$ cat config.mk
export PLATFORM = sky130hd
export DESIGN_NAME = run_gated_timestamp
export DESIGN_NICKNAME = d
export VERILOG_FILES = /design/src/rtl/ts_pkg.sv /design/src/rtl/ts_sync_edge.sv /design/src/rtl/ts_phase_div.sv /design/src/rtl/ts_run_ctrl.sv /design/src/rtl/ts_count.sv /design/src/rtl/run_gated_timestamp.sv
export SDC_FILE = /design/constraint.sdc
export NUM_CORES = 1
export LEC_CHECK = 0
export CORE_AREA = 2 2 79 81
export CTS_CLUSTER_DIAMETER = 120
export DETAILED_ROUTE_END_ITERATION = 16
export DIE_AREA = 0 0 81 83
export PLACE_DENSITY = 0.7
export SLEW_MARGIN = 0
export SYNTH_ARGS = -nofsm -noshare
export SYNTH_HDL_FRONTEND = slang
export SYNTH_SLANG_ARGS = --single-unit
$ cat constraint.sdc
create_clock -name clk -period 2.3 [get_ports clk]
set_input_delay 0.46 -clock clk [delete_from_list [all_inputs] [get_ports clk]]
set_output_delay 0.46 -clock clk [all_outputs]
set_load 0.1 [all_outputs]
$ cat src/rtl/ts_pkg.sv
package ts_pkg;

  typedef enum logic {
    SRC_INTERNAL = 1'b0,
    SRC_EXTERNAL = 1'b1
  } tick_src_e;

  function automatic int phase_width(input int div);
    return (div > 1) ? $clog2(div) : 1;
  endfunction

endpackage

$ cat src/rtl/ts_sync_edge.sv
module ts_sync_edge #(
  parameter int STAGES = 2
) (
  input  logic clk,
  input  logic rst,
  input  logic async_in,
  output logic rise
);

  logic [STAGES:0] shreg;

  always_ff @(posedge clk) begin
    if (rst) shreg <= '0;
    else     shreg <= {shreg[STAGES-1:0], async_in};
  end

  assign rise = shreg[STAGES-1] & ~shreg[STAGES];


  single_pulse_chk: assert property (@(posedge clk) disable iff (rst)
    rise |=> !rise);

endmodule

$ cat src/rtl/ts_phase_div.sv
module ts_phase_div #(
  parameter int DIV = 4
) (
  input  logic clk,
  input  logic rst,
  input  logic run,
  output logic tick
);

  localparam int PW = ts_pkg::phase_width(DIV);
  localparam logic [PW-1:0] LAST = PW'(DIV - 1);

  logic [PW-1:0] phase;

  always_ff @(posedge clk) begin
    if (rst || !run)      phase <= '0;
    else if (phase == LAST) phase <= '0;
    else                  phase <= phase + 1'b1;
  end

  generate
    if (DIV > 1) begin : g_div
      assign tick = run && (phase == LAST);

      tick_spacing_chk: assert property (@(posedge clk) disable iff (rst)
        tick |=> !tick);
    end else begin : g_pass
      assign tick = run;
    end
  endgenerate

endmodule

$ cat src/rtl/ts_run_ctrl.sv
module ts_run_ctrl (
  input  logic clk,
  input  logic rst,
  input  logic go_set,
  input  logic go_clr,
  output logic run
);

  always_ff @(posedge clk) begin
    if (rst)         run <= 1'b0;
    else if (go_clr) run <= 1'b0;
    else if (go_set) run <= 1'b1;
  end


  go_clear_chk: assert property (@(posedge clk) disable iff (rst)
    go_clr |=> !run);


  go_set_chk: assert property (@(posedge clk) disable iff (rst)
    (go_set && !go_clr) |=> run);

endmodule

$ cat src/rtl/ts_count.sv
module ts_count #(
  parameter int W = 48
) (
  input  logic         clk,
  input  logic         rst,
  input  logic         run,
  input  logic         clr,
  input  logic         inc,
  output logic [W-1:0] value
);

  always_ff @(posedge clk) begin
    if (rst)              value <= '0;
    else if (!run && clr) value <= '0;
    else if (inc)         value <= value + 1'b1;
  end


  clear_idle_chk: assert property (@(posedge clk) disable iff (rst)
    (!run && clr) |=> (value == '0));


  clear_busy_chk: assert property (@(posedge clk) disable iff (rst)
    (run && clr && !inc) |=> $stable(value));


  hold_idle_chk: assert property (@(posedge clk) disable iff (rst)
    (!run && !clr) |=> $stable(value));

endmodule

$ cat src/rtl/run_gated_timestamp.sv
module run_gated_timestamp #(
  parameter int CNT_W       = 48,
  parameter int DIV         = 4,
  parameter int SYNC_STAGES = 2
) (
  input  logic             clk,
  input  logic             rst,
  input  logic             ext_clk_in,
  input  logic             src_ext,
  input  logic             go_set,
  input  logic             go_clr,
  input  logic             cnt_clear,
  output logic             tick_out,
  output logic [CNT_W-1:0] ts_value
);

  import ts_pkg::*;

  logic      run;
  logic      div_tick;
  logic      ext_rise;
  logic      gated;
  tick_src_e src_sel;

  ts_run_ctrl i_run (
    .clk    (clk),
    .rst    (rst),
    .go_set (go_set),
    .go_clr (go_clr),
    .run    (run)
  );

  ts_phase_div #(.DIV(DIV)) i_div (
    .clk  (clk),
    .rst  (rst),
    .run  (run),
    .tick (div_tick)
  );

  ts_sync_edge #(.STAGES(SYNC_STAGES)) i_sync (
    .clk      (clk),
    .rst      (rst),
    .async_in (ext_clk_in),
    .rise     (ext_rise)
  );

  assign src_sel = tick_src_e'(src_ext);
  assign gated   = run && ((src_sel == SRC_EXTERNAL) ? ext_rise : div_tick);

  always_ff @(posedge clk) begin
    if (rst) tick_out <= 1'b0;
    else     tick_out <= gated;
  end

  ts_count #(.W(CNT_W)) i_cnt (
    .clk   (clk),
    .rst   (rst),
    .run   (run),
    .clr   (cnt_clear),
    .inc   (gated),
    .value (ts_value)
  );


  no_tick_stopped_chk: assert property (@(posedge clk) disable iff (rst)
    !run |=> !tick_out);


  tick_count_chk: assert property (@(posedge clk) disable iff (rst)
    tick_out |-> (ts_value == CNT_W'($past(ts_value) + 1'b1)));

endmodule

==> summary.md, run 1 <==
| Metric | Value |
|---|---|
| Critical path fanouts, max | `10` |
| Fin nets | `367` |
| CP endpoint kind | `register` |
| Clk sinks | `55` |
| CP Class | `register to register` |
| Seq cells post-synth | `55` |
| Layout cells sized above 1 | `30.4%` |
| Antenna Violating Nets Remaining | `0` |
| H-tree depth | `2` |
| Syn-to-layout area delta | `27.2%` |
| Root buf cell | `clkbuf_8` |
| Clock transition at the registers of the reported paths | `0.10 ns` |
| Fmax | `between 0.4 and 0.5 GHz` |
| Clk_skew | `roughly 0.008 ns` |
| Detail Placement HPWL | `4.19 mm` |
| Final period util | `89.7%` |
| CTS tree | `yes` |
| Port buffer count | `55` |
| I/O pins | `56` |
| Synth top area cells | `dfxtp_1 43%, xor2_1 5.5%, nor2_1 5.5%` |
| Largest area contributor in the netlist | `dfxtp_1` |
| Setup violators final | `0` |
| Fin crit period | `2.06 ns` |
| Yosys top cell area share | `43.2%` |
| Lkg Pwr | `~1.2 nW` |
| WL/cell | `13.3 um` |
| Clock Latency Late Sink | `0.30 ns` |
| Post-Route WL | `5.79 mm` |
| # rows | `28` |
| Unique masters post-synth | `43` |
| Maxcap violations | `0` |
| CP startpoint kind | `register` |
| Endpoints failing hold | `0` |
| Cell Area, Synth | `between 2000 and 3000 sq um` |
| GRT overflow | `0` |
| Global-route wire length before repair | `9.72 mm` |
| RD Place Congestion | `0.810` |
| Postcts setup bufs | `0` |
| Worst Max-Slew Pin Slew | `0.489 ns` |
| Slew Limit Fails | `0` |
| Worst EP arrival | `between 2 and 2.5 ns` |
| Largest net degree at the start of global routing | `19` |
| CTS Hold Buffers Added | `0` |
| Warning count from the yosys run | `0` |
| TNS Setup | `0 ns` |
| Initial antenna violation count | `0` |
| Post-synthesis sequential area ratio | `about 43%` |
| Hold WC Path Type | `register to register` |
| DIE AREA | `6720 sq um` |
| Max transition margin | `67.4%` |
| Total CTS buffers | `5` |
| Status | `finished clean` |
| First-pass DRT Iterations | `6` |
| Post-Synthesis Cells | `293` |
| Drt via density | `5.34` |
| EDFF count, synth | `0` |
| Worst IR Drop VDD | `roughly 0.28 mV` |
| Final Worst Setup Slack | `about 0.24 ns` |
| Syn_area_per_cell | `8.69 sq um` |
| CP required | `2.54 ns` |
| Vias in the first global route | `about 2100` |
| Initial core utilization | `43.8%` |
| Die X | `81 um` |
| Synth Net Count | `302` |
| Final Util | `a little under three fifths` |
| Tot Pwr | `between 1.5 and 2 mW` |
| RSZ-0062 raised after global routing | `false` |
| Clock tree buffer depth | `2` |
| DRT iter0 DRCs | `approximately 80` |
| All-Layer GR Usage | `17.5%` |
| Ys flop type | `dfxtp_1` |
| Resize count post-CTS | `0` |
| DR vias | `2318` |
| Die Y | `83 um` |
| DRC viols | `0` |
| Core area | `5820 sq um` |
| Synth async-reset ratio | `0%` |
| Setup WS pre-CTS | `-0.0212 ns` |
| Pwr Density | `470 nW/um^2` |
| # diodes | `0` |
layout by cell type (no fill, tap or decap), drive strengths merged:
cell | synthesis | final
xor2 | 16 | 16
and4 | 4 | 4
nor3 | 4 | 4
clkinv | 0 | 1
nand4bb | 1 | 1
or4 | 6 | 6
and3 | 5 | 5
nor4b | 1 | 1
or3 | 10 | 10
dfxtp | 55 | 55
and2 | 3 | 3
mux2i | 1 | 1
inv | 5 | 5
ha | 2 | 2
nand2 | 21 | 21
o211ai | 1 | 1
clkdlybuf4s50 | 0 | 6
nand3 | 22 | 22
xnor2 | 12 | 12
a21oi | 20 | 20
nor3b | 1 | 1
nor2 | 37 | 37
a21o | 2 | 2
nand4 | 18 | 18
or4b | 1 | 1
buf | 3 | 63
or2 | 1 | 1
o31ai | 3 | 3
nor4 | 8 | 8
nand2b | 2 | 2
nand4b | 2 | 2
o21ai | 14 | 14
clkbuf | 8 | 7
nand3b | 1 | 1
nor2b | 3 | 3
report_power, final:
| part | internal (mW) | switching (mW) |
|---|---|---|
| logic | 0.0180 | 0.0258 |
| clock network | 0.215 | 0.309 |
| registers | 0.954 | 0.00214 |
cells by family (layout without fill, tap and decap cells):
logic type / count (synthesis) / after routing / synth area share, %
muxes: 1 / 1 / 0.393
xor gates and xnor gates: 28 / 28 / 9.63
buffers and inverters: 16 / 82 / 2.85
DFF: 55 / 55 / 43.2
adders and majority gates: 2 / 2 / 0.983
and+or+nand+nor: 151 / 151 / 33.6
AOI/OAI and AO/OA: 40 / 40 / 9.34
sequential cells by signal (all words and copies together) (netlist names):
| name | cells |
|---|---|
| i_run.run | 1 |
| tick_out | 1 |
| i_div.phase | 2 |
| i_cnt.value | 48 |
| i_sync.shreg | 3 |
worst max-delay path, stage by stage, from the launching register on:
cell and delay, ns:
dfxtp_2 0.39, and4_1 0.27, and4_1 0.48, nand3_2 0.25, or4_1 0.52, o21ai_1 0.08
stage by stage:
stage	cells	hold slack, ns	area (sq um)
after CTS	434	0.434	3240
after floorplan	293	0.399	2580
after detailed placement	426	0.417	3160
final	434	0.436	3240
after global routing	434	0.464	3240
after global placement	426	0.412	3160
layer usage:
layer | track usage [%] | wire length (um)
met1 | 23.7 | 2840
met2 | 28.2 | 2630
met3 | 3.59 | 281
met4 | 4.31 | 36
met5 | 0 | 0
Yosys cell counts (2+ instances only):
cell,n
o31ai_1,3
inv_1,5
nor2b_1,3
clkbuf_1,8
nand2b_1,2
nor4_1,7
and4_1,4
xnor2_1,12
nor3_1,3
dfxtp_1,55
a21oi_4,2
nand2_1,21
nand3_1,20
and2_1,3
nand4_1,17
and3_1,4
or4_1,6
or3_1,10
xor2_1,16
a21oi_1,18
ha_1,2
nand4b_1,2
a21o_1,2
o21ai_0,13
nor2_1,37
final timing paths:
| path | from | endpoint | slack, ns | cells past startpoint |
|---|---|---|---|---|
| setup reg to reg | i_cnt.value[2] | i_cnt.value[33] | 0.24 | 5 |
| setup / recovery | i_cnt.value[2] | i_cnt.value[33] | 0.24 | 5 |
| hold / removal | i_div.phase[0] | i_div.phase[0] | 0.44 | 1 |
| hold reg to reg | i_div.phase[0] | i_div.phase[0] | 0.44 | 1 |
final cells by class:
cell class,instances,area (sq um)
inverters,5,18.8
clock buffers,7,76.3
flip-flops and latches,55,1140
fillers,570,2580
repair buffers,69,533
well taps,75,93.8
multi-input cells,222,1370
clock inverters,1,5.00
Power figures use the tool's default switching activity.
==> inputs of run 2 (changes only) <==
Settings changed: SLEW_MARGIN 0 to 15.
==> results of run 2 <==
No change in the layout: final DEF, timing and power equal those of run 1.
==> inputs of run 3 (changes only) <==
Settings changed: MAX_ROUTING_LAYER set to met4, SKIP_LAST_GASP set to 1.
==> run 3 against run 2 <==
Clock power is essentially flat. Final cell count is the same. Combinational power about the same. Sequential power barely moved. Flip-flop and latch count did not move. Fmax about the same. First-iteration DRC count grew 5.1%. Critical path depth unchanged. Non-clock buffer count unchanged. Critical endpoint unchanged.
==> summary.md, run 3 (synthesis gave the netlist of run 1 again) <==
| Metric | Value |
|---|---|
| Top Registers | `i_cnt.value: 48 flops, i_sync.shreg: 3 flops, i_div.phase: 2 flops` |
| Clock Latency Late Sink | `roughly 0.30 ns` |
| Switching share of power | `between 20% and 30%` |
| DIE AREA | `about 6700 sq um` |
| Fmax | `0.485 GHz` |
| Setup violators final | `0` |
| Layout cells sized above 1 | `30.4%` |
| Final Util | `55.7%` |
| Clock tree buffer depth | `2` |
| Antenna Violating Nets Remaining | `0` |
| Fin nets | `367` |
| # rows | `28` |
| Die Y | `83 um` |
| Layout Cells excl Fill | `434` |
| Clk sinks | `55` |
| DR vias | `2318` |
| Hold WC Path Type | `register to register` |
| Clock transition at the registers of the reported paths | `0.10 ns` |
| WL/cell | `13.3 um` |
| Slowest stage delay, CP | `0.52 ns` |
| Reg with most FFs | `i_cnt.value` |
| Area post-placement | `between 3000 and 4000 sq um` |
| DRC viols | `0` |
| Drt via density | `5.34` |
| CP endpoint | `i_cnt.value[33]` |
| Initial core utilization | `43.8%` |
| Slew Limit Fails | `0` |
| Final Worst Setup Slack | `~0.24 ns` |
| Critical path fanouts, max | `10` |
| Root buf cell | `clkbuf_8` |
| Most frequent cells in the layout | `63 x buf_4, 37 x nor2_1, 31 x dfxtp_2, 24 x dfxtp_1, 21 x nand2_1` |
| Largest net degree at the start of global routing | `19` |
| Maxcap violations | `0` |
| # diodes | `0` |
| Global-route wire length before repair | `~10 mm` |
| CTS tree | `yes` |
| Most common cell after layout, fill and taps aside | `buf_4` |
| CP required | `2.54 ns` |
| Syn-to-layout area delta | `27.2%` |
| H-tree depth | `2` |
| Clock network power share | `34.4%` |
| Switch Pwr | `between 0.3 and 0.4 mW` |
| Lkg Pwr | `1.16 nW` |
| Worst reg-to-reg path cell count | `5` |
| Setup WS pre-CTS | `-0.0212 ns` |
| Max FFs per register | `48` |
| Total CTS buffers | `5` |
| CTS Hold Buffers Added | `0` |
| Combinational share of power | `2.9%` |
| Critical path, cell by cell | `and4_1, and4_1, nand3_2, or4_1, o21ai_1` |
| Detail Placement HPWL | `4.19 mm` |
| GRT overflow | `0` |
| Reg-to-Reg Start | `i_cnt.value[2]` |
| Post-Route WL | `roughly 5.8 mm` |
| Status | `finished clean` |
| Postcts setup bufs | `0` |
| First-pass DRT Iterations | `6` |
| RSZ-0062 raised after global routing | `false` |
| Core area | `5820 sq um` |
| Worst Max-Slew Pin Slew | `0.489 ns` |
| Vias in the first global route | `2119` |
| Internal | `1.19 mW` |
| DRT iter0 DRCs | `83` |
| Count of placed standard cells including taps | `426` |
| Worst IR Drop VDD | `0.279 mV` |
| CP Launch Point | `i_cnt.value[2]` |
| Die X | `about 81 um` |
| R2r setup slk | `0.24 ns` |
| Max transition margin | `a little under 70%` |
| I/O pins | `56` |
| Sequential power share | `between 60% and 70%` |
| Clk_skew | `0.00817 ns` |
| Endpoints failing hold | `0` |
| Final period util | `89.7%` |
| Port buffer count | `between 50 and 60` |
| Initial antenna violation count | `0` |
| Worst EP arrival | `between 2 and 2.5 ns` |
| Resize count post-CTS | `0` |
| CP endpoint kind | `register` |
| CP startpoint kind | `register` |
| All-Layer GR Usage | `18.0%` |
| RR Endpoint | `i_cnt.value[33]` |
| CP max stage cell | `or4_1` |
| Design Area, Final | `roughly 3200 sq um` |
| RD Place Congestion | `0.822` |
| Pwr Density | `470 nW/um^2` |
| Most Frequent Cell on Critical Path | `and4_1` |
| Fin crit period | `2.06 ns` |
| CP Class | `register to register` |
run 3: how the worst min path moves through the flow:
stage | start | slack, ns | depth (start not counted) | endpoint
finish | i_div.phase[0] | 0.44 | 1 | i_div.phase[0]
global route | i_div.phase[0] | 0.46 | 1 | i_div.phase[0]
CTS | i_div.phase[0] | 0.43 | 1 | i_div.phase[0]
detailed placement | i_div.phase[0] | 0.42 | 1 | i_div.phase[0]
global placement | i_div.phase[0] | 0.41 | 1 | i_div.phase[0]
floorplan | i_div.phase[0] | 0.40 | 1 | i_div.phase[0]
run 3: per-stage QoR:
step	total power, mW	hold slack (ns)	TNS, ns
2_1_floorplan	1.00	0.399	-0.00149
3_3_place_gp	1.02	0.412	0
3_5_place_dp	1.02	0.417	-0.0563
4_1_cts	1.54	0.434	0
5_1_grt	1.58	0.464	0
6_report	1.52	0.436	0
run 3: layout make-up:
cell class,count,area [sq um]
fill,570,2580
multi-input combinational,222,1370
sequential,55,1140
timing repair buffer,69,533
tap,75,93.8
clock buffer,7,76.3
inverter,5,18.8
clock inverter,1,5.00
run 3: routing by layer:
metal	vias up	share of wire, %	GRT usage (%)
met2	48	45	28.2
met3	5	4.7	3.48
met4	0	0.62	4.31
met5	-	0	-
li1	1175	-	-
met1	1090	49	23.8
run 3: power by group through the flow:
stage          clock network (mW)  registers (mW)  logic, mW
4_1_cts                     0.540           0.957     0.0445
3_3_place_gp                    0           0.979     0.0441
6_report                    0.523           0.957     0.0438
3_5_place_dp                    0           0.979     0.0446
2_1_floorplan                   0           0.980     0.0234
5_1_grt                     0.577           0.958     0.0494
run 3: worst max-delay path, delay by kind of cell, from the launching register on:
kind	cells	cell delay, ns
simple gates	4	1.52
flops	1	0.39
compound gates	1	0.08
